### src/rtl/ccreg_pkg.sv
`timescale 1ns/1ps
package ccreg_pkg;
  localparam int A_CMD    = 0;
  localparam int A_CFG    = 1;
  localparam int A_FLG    = 2;
  localparam int A_TMR    = 3;
  localparam int BUF_PAGE = 1;     // addr >> 6 == 1 selects the buffer page
  localparam int CMD_W    = 4;
  localparam int CTRL_W   = 8;
  localparam logic [CMD_W-1:0] CMD_START = 4'b0101;

  // word select inside a buffer slot
  typedef enum logic [1:0] {
    SEL_CSR = 2'd0,
    SEL_CYC = 2'd1,
    SEL_FID = 2'd2,
    SEL_IDX = 2'd3
  } slot_sel_e;

  // control word bit positions
  localparam int B_EN    = 0;
  localparam int B_DIS   = 1;
  localparam int B_ENA   = 2;
  localparam int B_PEND  = 3;
  localparam int B_FLAG  = 4;
  localparam int B_CTRL  = 8;
endpackage

### src/rtl/ccreg_w1c.sv
`timescale 1ns/1ps
module ccreg_w1c #(
  parameter int W = 8
) (
  input  logic         clk,
  input  logic         rst,
  input  logic         sync_clr,
  input  logic [W-1:0] set_i,
  input  logic         clr_en,
  input  logic [W-1:0] clr_mask,
  output logic [W-1:0] q
);
  logic [W-1:0] base;
  logic [W-1:0] wipe;

  always_comb begin
    base = sync_clr ? '0 : q;
    wipe = clr_en ? clr_mask : '0;
  end

  // set is OR-ed last so a simultaneous event is never lost
  always_ff @(posedge clk) begin
    if (rst) q <= '0;
    else     q <= (base & ~wipe) | set_i;
  end
endmodule

### src/rtl/ccreg_bufctl.sv
`timescale 1ns/1ps
module ccreg_bufctl #(
  parameter int CTRL_W = 8
) (
  input  logic              clk,
  input  logic              rst,
  input  logic              csr_wr,
  input  logic              wd_dis,
  input  logic              wd_ena,
  input  logic              wd_flag,
  input  logic [CTRL_W-1:0] wd_ctrl,
  input  logic              cfg_mode,
  input  logic              evt,
  input  logic              grant,
  output logic              en_q,
  output logic              pend_q,
  output logic              flag_q,
  output logic [CTRL_W-1:0] ctrl_q
);
  logic grant_ok;
  logic ctrl_ok;

  assign grant_ok = grant & pend_q;
  assign ctrl_ok  = ~en_q | cfg_mode;

  always_ff @(posedge clk) begin
    if (rst) begin
      en_q   <= 1'b0;
      pend_q <= 1'b0;
      ctrl_q <= '0;
    end else if (grant_ok) begin
      en_q   <= 1'b0;
      pend_q <= 1'b0;
      ctrl_q <= '0;
    end else if (csr_wr) begin
      if (wd_dis && en_q)  pend_q <= 1'b1;
      if (wd_ena && !en_q) en_q   <= 1'b1;
      if (ctrl_ok)         ctrl_q <= wd_ctrl;
    end
  end

  ccreg_w1c #(.W(1)) u_flag (
    .clk      (clk),
    .rst      (rst),
    .sync_clr (grant_ok),
    .set_i    (evt),
    .clr_en   (csr_wr),
    .clr_mask (wd_flag),
    .q        (flag_q)
  );
endmodule

### src/rtl/ccreg_ram.sv
`timescale 1ns/1ps
module ccreg_ram #(
  parameter int DW    = 16,
  parameter int DEPTH = 12,
  localparam int AW   = (DEPTH > 1) ? $clog2(DEPTH) : 1
) (
  input  logic          clk,
  input  logic          we,
  input  logic [AW-1:0] waddr,
  input  logic [DW-1:0] wdata,
  input  logic          re,
  input  logic [AW-1:0] raddr,
  output logic [DW-1:0] rdata
);
  logic [DW-1:0] mem [DEPTH];

  // no reset: contents survive system reset
  always_ff @(posedge clk) begin
    if (we) mem[waddr] <= wdata;
    if (re) rdata <= mem[raddr];
  end
endmodule

### src/rtl/ccreg_bank.sv
`timescale 1ns/1ps
module ccreg_bank
  import ccreg_pkg::*;
#(
  parameter int ADDR_W = 8,
  parameter int DATA_W = 32,
  parameter int NBUF   = 4,
  parameter int NFLAG  = 8,
  parameter int CFG_W  = 16,
  parameter int TMR_W  = 16,
  parameter int MEM_W  = 16
) (
  input  logic              clk,
  input  logic              rst,
  input  logic [ADDR_W-1:0] bus_addr,
  input  logic              bus_wr,
  input  logic              bus_rd,
  input  logic [DATA_W-1:0] bus_wdata,
  output logic [DATA_W-1:0] bus_rdata,
  input  logic              eng_cfg_mode,
  input  logic              eng_ready,
  input  logic [NFLAG-1:0]  hw_flag_set,
  input  logic              hw_tmr_ld,
  input  logic [TMR_W-1:0]  hw_tmr_val,
  input  logic [NBUF-1:0]   buf_evt,
  input  logic [NBUF-1:0]   dis_grant,
  output logic [NBUF-1:0]   dis_pend,
  output logic [NBUF-1:0]   buf_en
);
  localparam int BW     = $clog2(NBUF);
  localparam int DEPTH  = NBUF * 3;
  localparam int MIX_W  = $clog2(DEPTH);

  // ---------------- decode ----------------
  logic [3:0]       slot_id;
  logic [BW-1:0]    buf_ix;
  slot_sel_e        sel;
  logic             hit_cmd, hit_cfg, hit_flg, hit_tmr;
  logic             hit_buf, hit_csr, hit_mem;
  logic             run_cmd;
  int               mem_lin;
  logic [MIX_W-1:0] mem_ix;

  always_comb begin
    slot_id = bus_addr[5:2];
    buf_ix  = slot_id[BW-1:0];
    sel     = slot_sel_e'(bus_addr[1:0]);
    hit_cmd = (bus_addr == ADDR_W'(A_CMD));
    hit_cfg = (bus_addr == ADDR_W'(A_CFG));
    hit_flg = (bus_addr == ADDR_W'(A_FLG));
    hit_tmr = (bus_addr == ADDR_W'(A_TMR));
    hit_buf = ((bus_addr >> 6) == ADDR_W'(BUF_PAGE)) && (int'(slot_id) < NBUF);
    hit_csr = hit_buf && (sel == SEL_CSR);
    hit_mem = hit_buf && (sel != SEL_CSR);
    run_cmd = bus_wr && hit_cmd && (bus_wdata[CMD_W-1:0] == CMD_START);
    mem_lin = int'(slot_id) * 3 + int'(bus_addr[1:0]) - 1;
    mem_ix  = MIX_W'(mem_lin);
  end

  // ---------------- global fields ----------------
  logic [CMD_W-1:0] cmd_q;
  logic [CFG_W-1:0] cfg_q;
  logic [TMR_W-1:0] tmr_q;
  logic [NFLAG-1:0] flag_q;
  logic             cfg_ok;
  logic             tmr_ok;

  // OR of permission terms for each guarded field
  assign cfg_ok = eng_cfg_mode | eng_ready;
  assign tmr_ok = eng_cfg_mode;

  always_ff @(posedge clk) begin
    if (rst) begin
      cmd_q <= '0;
      cfg_q <= '0;
      tmr_q <= '0;
    end else begin
      if (bus_wr && hit_cmd)           cmd_q <= bus_wdata[CMD_W-1:0];
      if (bus_wr && hit_cfg && cfg_ok) cfg_q <= bus_wdata[CFG_W-1:0];
      if (hw_tmr_ld)                   tmr_q <= hw_tmr_val;
      else if (run_cmd)                tmr_q <= '0;
      else if (bus_wr && hit_tmr && tmr_ok) tmr_q <= bus_wdata[TMR_W-1:0];
    end
  end

  ccreg_w1c #(.W(NFLAG)) u_flags (
    .clk      (clk),
    .rst      (rst),
    .sync_clr (run_cmd),
    .set_i    (hw_flag_set),
    .clr_en   (bus_wr && hit_flg),
    .clr_mask (bus_wdata[NFLAG-1:0]),
    .q        (flag_q)
  );

  // ---------------- per-buffer control ----------------
  logic              en_v   [NBUF];
  logic              pend_v [NBUF];
  logic              bflg_v [NBUF];
  logic [CTRL_W-1:0] ctrl_v [NBUF];

  for (genvar g = 0; g < NBUF; g++) begin : g_buf
    ccreg_bufctl #(.CTRL_W(CTRL_W)) u_ctl (
      .clk      (clk),
      .rst      (rst),
      .csr_wr   (bus_wr && hit_csr && (int'(slot_id) == g)),
      .wd_dis   (bus_wdata[B_DIS]),
      .wd_ena   (bus_wdata[B_ENA]),
      .wd_flag  (bus_wdata[B_FLAG]),
      .wd_ctrl  (bus_wdata[B_CTRL +: CTRL_W]),
      .cfg_mode (eng_cfg_mode),
      .evt      (buf_evt[g]),
      .grant    (dis_grant[g]),
      .en_q     (en_v[g]),
      .pend_q   (pend_v[g]),
      .flag_q   (bflg_v[g]),
      .ctrl_q   (ctrl_v[g])
    );
    assign buf_en[g]   = en_v[g];
    assign dis_pend[g] = pend_v[g];
  end

  // ---------------- memory-backed words ----------------
  logic             mem_we;
  logic [MEM_W-1:0] ram_q;

  assign mem_we = bus_wr && hit_mem && (!en_v[buf_ix] || eng_cfg_mode);

  ccreg_ram #(.DW(MEM_W), .DEPTH(DEPTH)) u_ram (
    .clk   (clk),
    .we    (mem_we),
    .waddr (mem_ix),
    .wdata (bus_wdata[MEM_W-1:0]),
    .re    (bus_rd && hit_mem),
    .raddr (mem_ix),
    .rdata (ram_q)
  );

  // ---------------- read path ----------------
  logic [DATA_W-1:0] rd_mux;
  logic [DATA_W-1:0] rdata_q;
  logic              rd_mem_q;

  always_comb begin
    rd_mux = '0;
    if (hit_cmd)      rd_mux[CMD_W-1:0] = cmd_q;
    else if (hit_cfg) rd_mux[CFG_W-1:0] = cfg_q;
    else if (hit_flg) rd_mux[NFLAG-1:0] = flag_q;
    else if (hit_tmr) rd_mux[TMR_W-1:0] = tmr_q;
    else if (hit_csr) begin
      rd_mux[B_EN]              = en_v[buf_ix];
      rd_mux[B_PEND]            = pend_v[buf_ix];
      rd_mux[B_FLAG]            = bflg_v[buf_ix];
      rd_mux[B_CTRL +: CTRL_W]  = ctrl_v[buf_ix];
    end
  end

  always_ff @(posedge clk) begin
    if (rst) begin
      rdata_q  <= '0;
      rd_mem_q <= 1'b0;
    end else if (bus_rd) begin
      rdata_q  <= rd_mux;
      rd_mem_q <= hit_mem;
    end
  end

  assign bus_rdata = rd_mem_q ? {{(DATA_W-MEM_W){1'b0}}, ram_q} : rdata_q;

  logic unused_wdata;
  assign unused_wdata = ^bus_wdata[DATA_W-1:16];
endmodule

### config.mk
export PLATFORM = sky130hd
export DESIGN_NAME = ccreg_bank
export DESIGN_NICKNAME = d
export VERILOG_FILES = /design/src/rtl/ccreg_pkg.sv /design/src/rtl/ccreg_w1c.sv /design/src/rtl/ccreg_bufctl.sv /design/src/rtl/ccreg_ram.sv /design/src/rtl/ccreg_bank.sv
export SDC_FILE = /design/constraint.sdc
export NUM_CORES = 1
export LEC_CHECK = 0
export ABC_AREA = 1
export ABC_CLOCK_PERIOD_IN_PS = 5150
export BUFFER_PORTS_ARGS = -buffer_cell sky130_fd_sc_hd__buf_2
export CAP_MARGIN = 20
export CORE_ASPECT_RATIO = 1.5
export CORE_UTILIZATION = 35
export CTS_BUF_LIST = sky130_fd_sc_hd__clkbuf_16
export DETAILED_ROUTE_END_ITERATION = 12
export PLACE_DENSITY = 0.58
export SLEW_MARGIN = 20
export SYNTH_ARGS = -nofsm -noshare
export SYNTH_HDL_FRONTEND = slang
export SYNTH_SLANG_ARGS = --single-unit
### constraint.sdc
create_clock -name clk -period 5.15 [get_ports clk]
set_clock_uncertainty 0.15 [all_clocks]
set_input_delay 0.7725 -clock clk [delete_from_list [all_inputs] [get_ports clk]]
set_output_delay 0.7725 -clock clk [all_outputs]
set_load 0.01 [all_outputs]
==> summary.md <==
| Metric | Value |
|---|---|
| Worst-path fanout max | 19 |
| Layout Utilization | 40.3% |
| Post-synth top cells | 368 x nand2_1, 208 x edfxtp_1, 117 x nand3_1 |
| Synth area leader | edfxtp_1 |
| Total Wirelength | 34.9 mm |
| # clock sinks | 313 |
| Crit path cell chain | buf_2 > inv_1 > ha_1 > xnor2_1 > xor2_1 > ha_1 > inv_1 > fa_1 > xnor2_1 > inv_1 > nand2_1 > nand2_1 > inv_2 > nand2_1 > nor2_1 > buf_4 |
| Synth area leaders | edfxtp_1 47%, dfxtp_1 16%, nand2_1 10% |
| Avg Cell Area, Syn | 9.85 µm² |
| Critical Path Source | bus_addr[3] |
| Worst R2R End | u_ram.mem[6][7] |
| Worst R2R Setup Slack | 3.21 ns |
| CP peak stage delay | 0.42 ns |
| Worst-case clock buffer depth | 3 |
| Slew HR | 36.9% |
| DIE WIDTH | 162 µm |
| Status | finished clean |
| Share of layout cells above drive strength 1 | 14.5% |
| Most common cell in the netlist | nand2_1 |
| Site row count | 87 |
| Initial DRC Count | 541 |
| CP required | 5.23 ns |
| Grt ovf | 0 |
| Post-synth EDFFs | 208 |
| Total I/O pin count | 119 |
| Pin count of the biggest net entering global routing | 49 |
| Startpoint types | input port |
| Core area | 37,600 µm² |
| Crit. End Element | flop |
| Via density | 4.88 |
| P per Cell Area | 361 nW/µm² |
| Seq/Total Area, Yosys | 62.5% |
| Buffers on Ports | 86 |
| Via count | 9,474 |
| Hpwl dp | 24.0 mm |
| Final nets | 1,521 |
| Kind of critical path | in -> reg |
| LEAKAGE | 5.85 nW |
| Max Fclk | 277 MHz |
| Initial Util | 35.6% |
| Post-CTS Setup Repair Bufs | 0 |
| Hold Startpoint | buf_evt[0] |
| Global-route usage over all layers | 18.3% |
| RSZ-0062 raised after global routing | no |
| DRC | 0 |
| Setup violations, final | 0 |
| Maxcap violations | 0 |
| Worst setup endpoint | u_ram.mem[11][9] |
| H-tree levels | 1 |
| R2R cell count | 8 |
| Drt first pass iters | 5 |
| Post-synthesis register bit count | 313 |
| Max-slew violations | 0 |
| Reg2reg start | g_buf[2].u_ctl.en_q |
| Post-DR wirelength/cell | 18.0 µm |
| CTS resizes | 0 |
| Ys Warns | 0 |
| Num CTS Buffers | 27 |
| VDD IR-drop max | 0.288 mV |
| Count of different cell masters after synthesis | 36 |
| Crit share post-route | 70.0% |
| Top cell type's share of synthesized area | 46.8% |
| Worst path bufs/invs | 6 |
| P&R area growth vs syn | 13.3% |
| Final hold slack | 0.271 ns |
| Initial antenna violation count | 0 |
| GPL Wtd Cong | 0.916 |
| Asr flop ratio synth | 0% |
| Clk Tree Root Cell | clkbuf_16 |
| Ys flop type | edfxtp_1 |
| Setup TNS | 0 ns |
| CTS tree | done |
| Post-Synthesis Cells | 1,356 |
| Diode count | 0 |
| Fin crit period | 3.60 ns |
| Post-CTS Hold Buffers | 0 |
| Synthesized area | 13,400 µm² |
| Final hold violation count | 0 |
| ANT nets after route | 0 |
| First-pass GRT wire length | 54.5 mm |
| Number of cells on the critical path | 16 |
| Crit-path leading delay family | buffers and inverters |
| Total Power | 5.46 mW |
| Vias in the first global route | 9,499 |
| CP max-delay cell | fa_1 |
| Die Y | 241 µm |
| Worst skew pair latency | 0.55 ns |
| Clock-pin slew on the worst setup and hold paths | 0.07 ns |
| CP arrival | 3.68 ns |
| Hold crit path type | in -> reg |
| Least-Margin Pin Slew | 0.945 ns |
| DIE AREA | 39,000 µm² |
[layer usage]
layer  global-route usage [%]  share of wire [%]  vias up
met5                        0                  0        -
met3                     1.73                3.5       48
met1                     21.2                 40     4514
li1                         -                  -     4684
met2                     34.6                 53      228
met4                     7.06                3.2        0
[stage by stage]
stage | worst slack, ns | cell area (µm²) | cells
3_5_place_dp | 0.976 | 14200 | 1891
3_3_place_gp | 1.02 | 14200 | 1891
5_1_grt | 1.32 | 15100 | 1940
6_report | 1.55 | 15100 | 1940
4_1_cts | 1.54 | 15100 | 1940
2_1_floorplan | 0.787 | 13400 | 1371
[cell type report]
cell class / count / area [µm²]
inverter: 97 / 370
fill: 3731 / 22400
clock inverter: 22 / 240
sequential: 313 / 8350
multi-input combinational: 880 / 4270
clock buffer: 27 / 676
tap: 489 / 612
timing repair buffer: 112 / 626
[sequential cells by signal, summed over array words and instances (netlist names)]
signal and flops:
u_ram.mem 192, g_buf.u_ctl.ctrl_q 32, cfg_q 16, rdata_q 16
tmr_q 16, u_ram.rdata 16, u_flags.q 8, cmd_q 4
g_buf.u_ctl.en_q 4, g_buf.u_ctl.pend_q 4, g_buf.u_ctl.u_flag.q 4, rd_mem_q 1
[where the power goes]
part | switching, mW | internal (mW) | total [mW]
registers | 0.0116 | 2.71 | 2.72
logic | 0.428 | 0.182 | 0.610
clock network | 0.919 | 1.21 | 2.13
[logic make-up (layout without fill, tap and decap cells)]
logic type,after synthesis,after routing,synth area share (%)
other,1,16,0.0281
AO/OA/AOI/OAI,202,202,8.88
buffers and inverters,178,258,6.09
flip-flops,313,313,62.5
multiplexers,14,14,1.18
XOR/XNOR,4,4,0.262
AND/OR/NAND/NOR,633,633,20.0
adder cells (fa/ha/maj),11,11,1.09
[worst min path at each step]
stage               cells past startpoint                 endpoint
detailed placement                      2                 cfg_q[3]
floorplan                               2                 cfg_q[3]
global route                            3  g_buf[1].u_ctl.u_flag.q
CTS                                     3  g_buf[1].u_ctl.u_flag.q
global placement                        2                 cfg_q[3]
finish                                  3  g_buf[0].u_ctl.u_flag.q
[cells in the final DEF, fill, tap and decap left out, types with 61 or more instances in the layout]
master,netlist,routed
nor2_1,116,114
a22oi_1,64,64
nand2_1,368,368
inv_1,77,80
dfxtp_1,105,105
o21ai_0,63,63
edfxtp_1,208,208
buf_2,24,86
nand3_1,117,117
a21oi_1,61,61
[tightest hold or removal path, cell delays in order]
cell and delay (ns):
buf_2 0.08, nand2_1 0.04, nand2_1 0.05
Note: power is estimated with default switching activity, not from simulation.
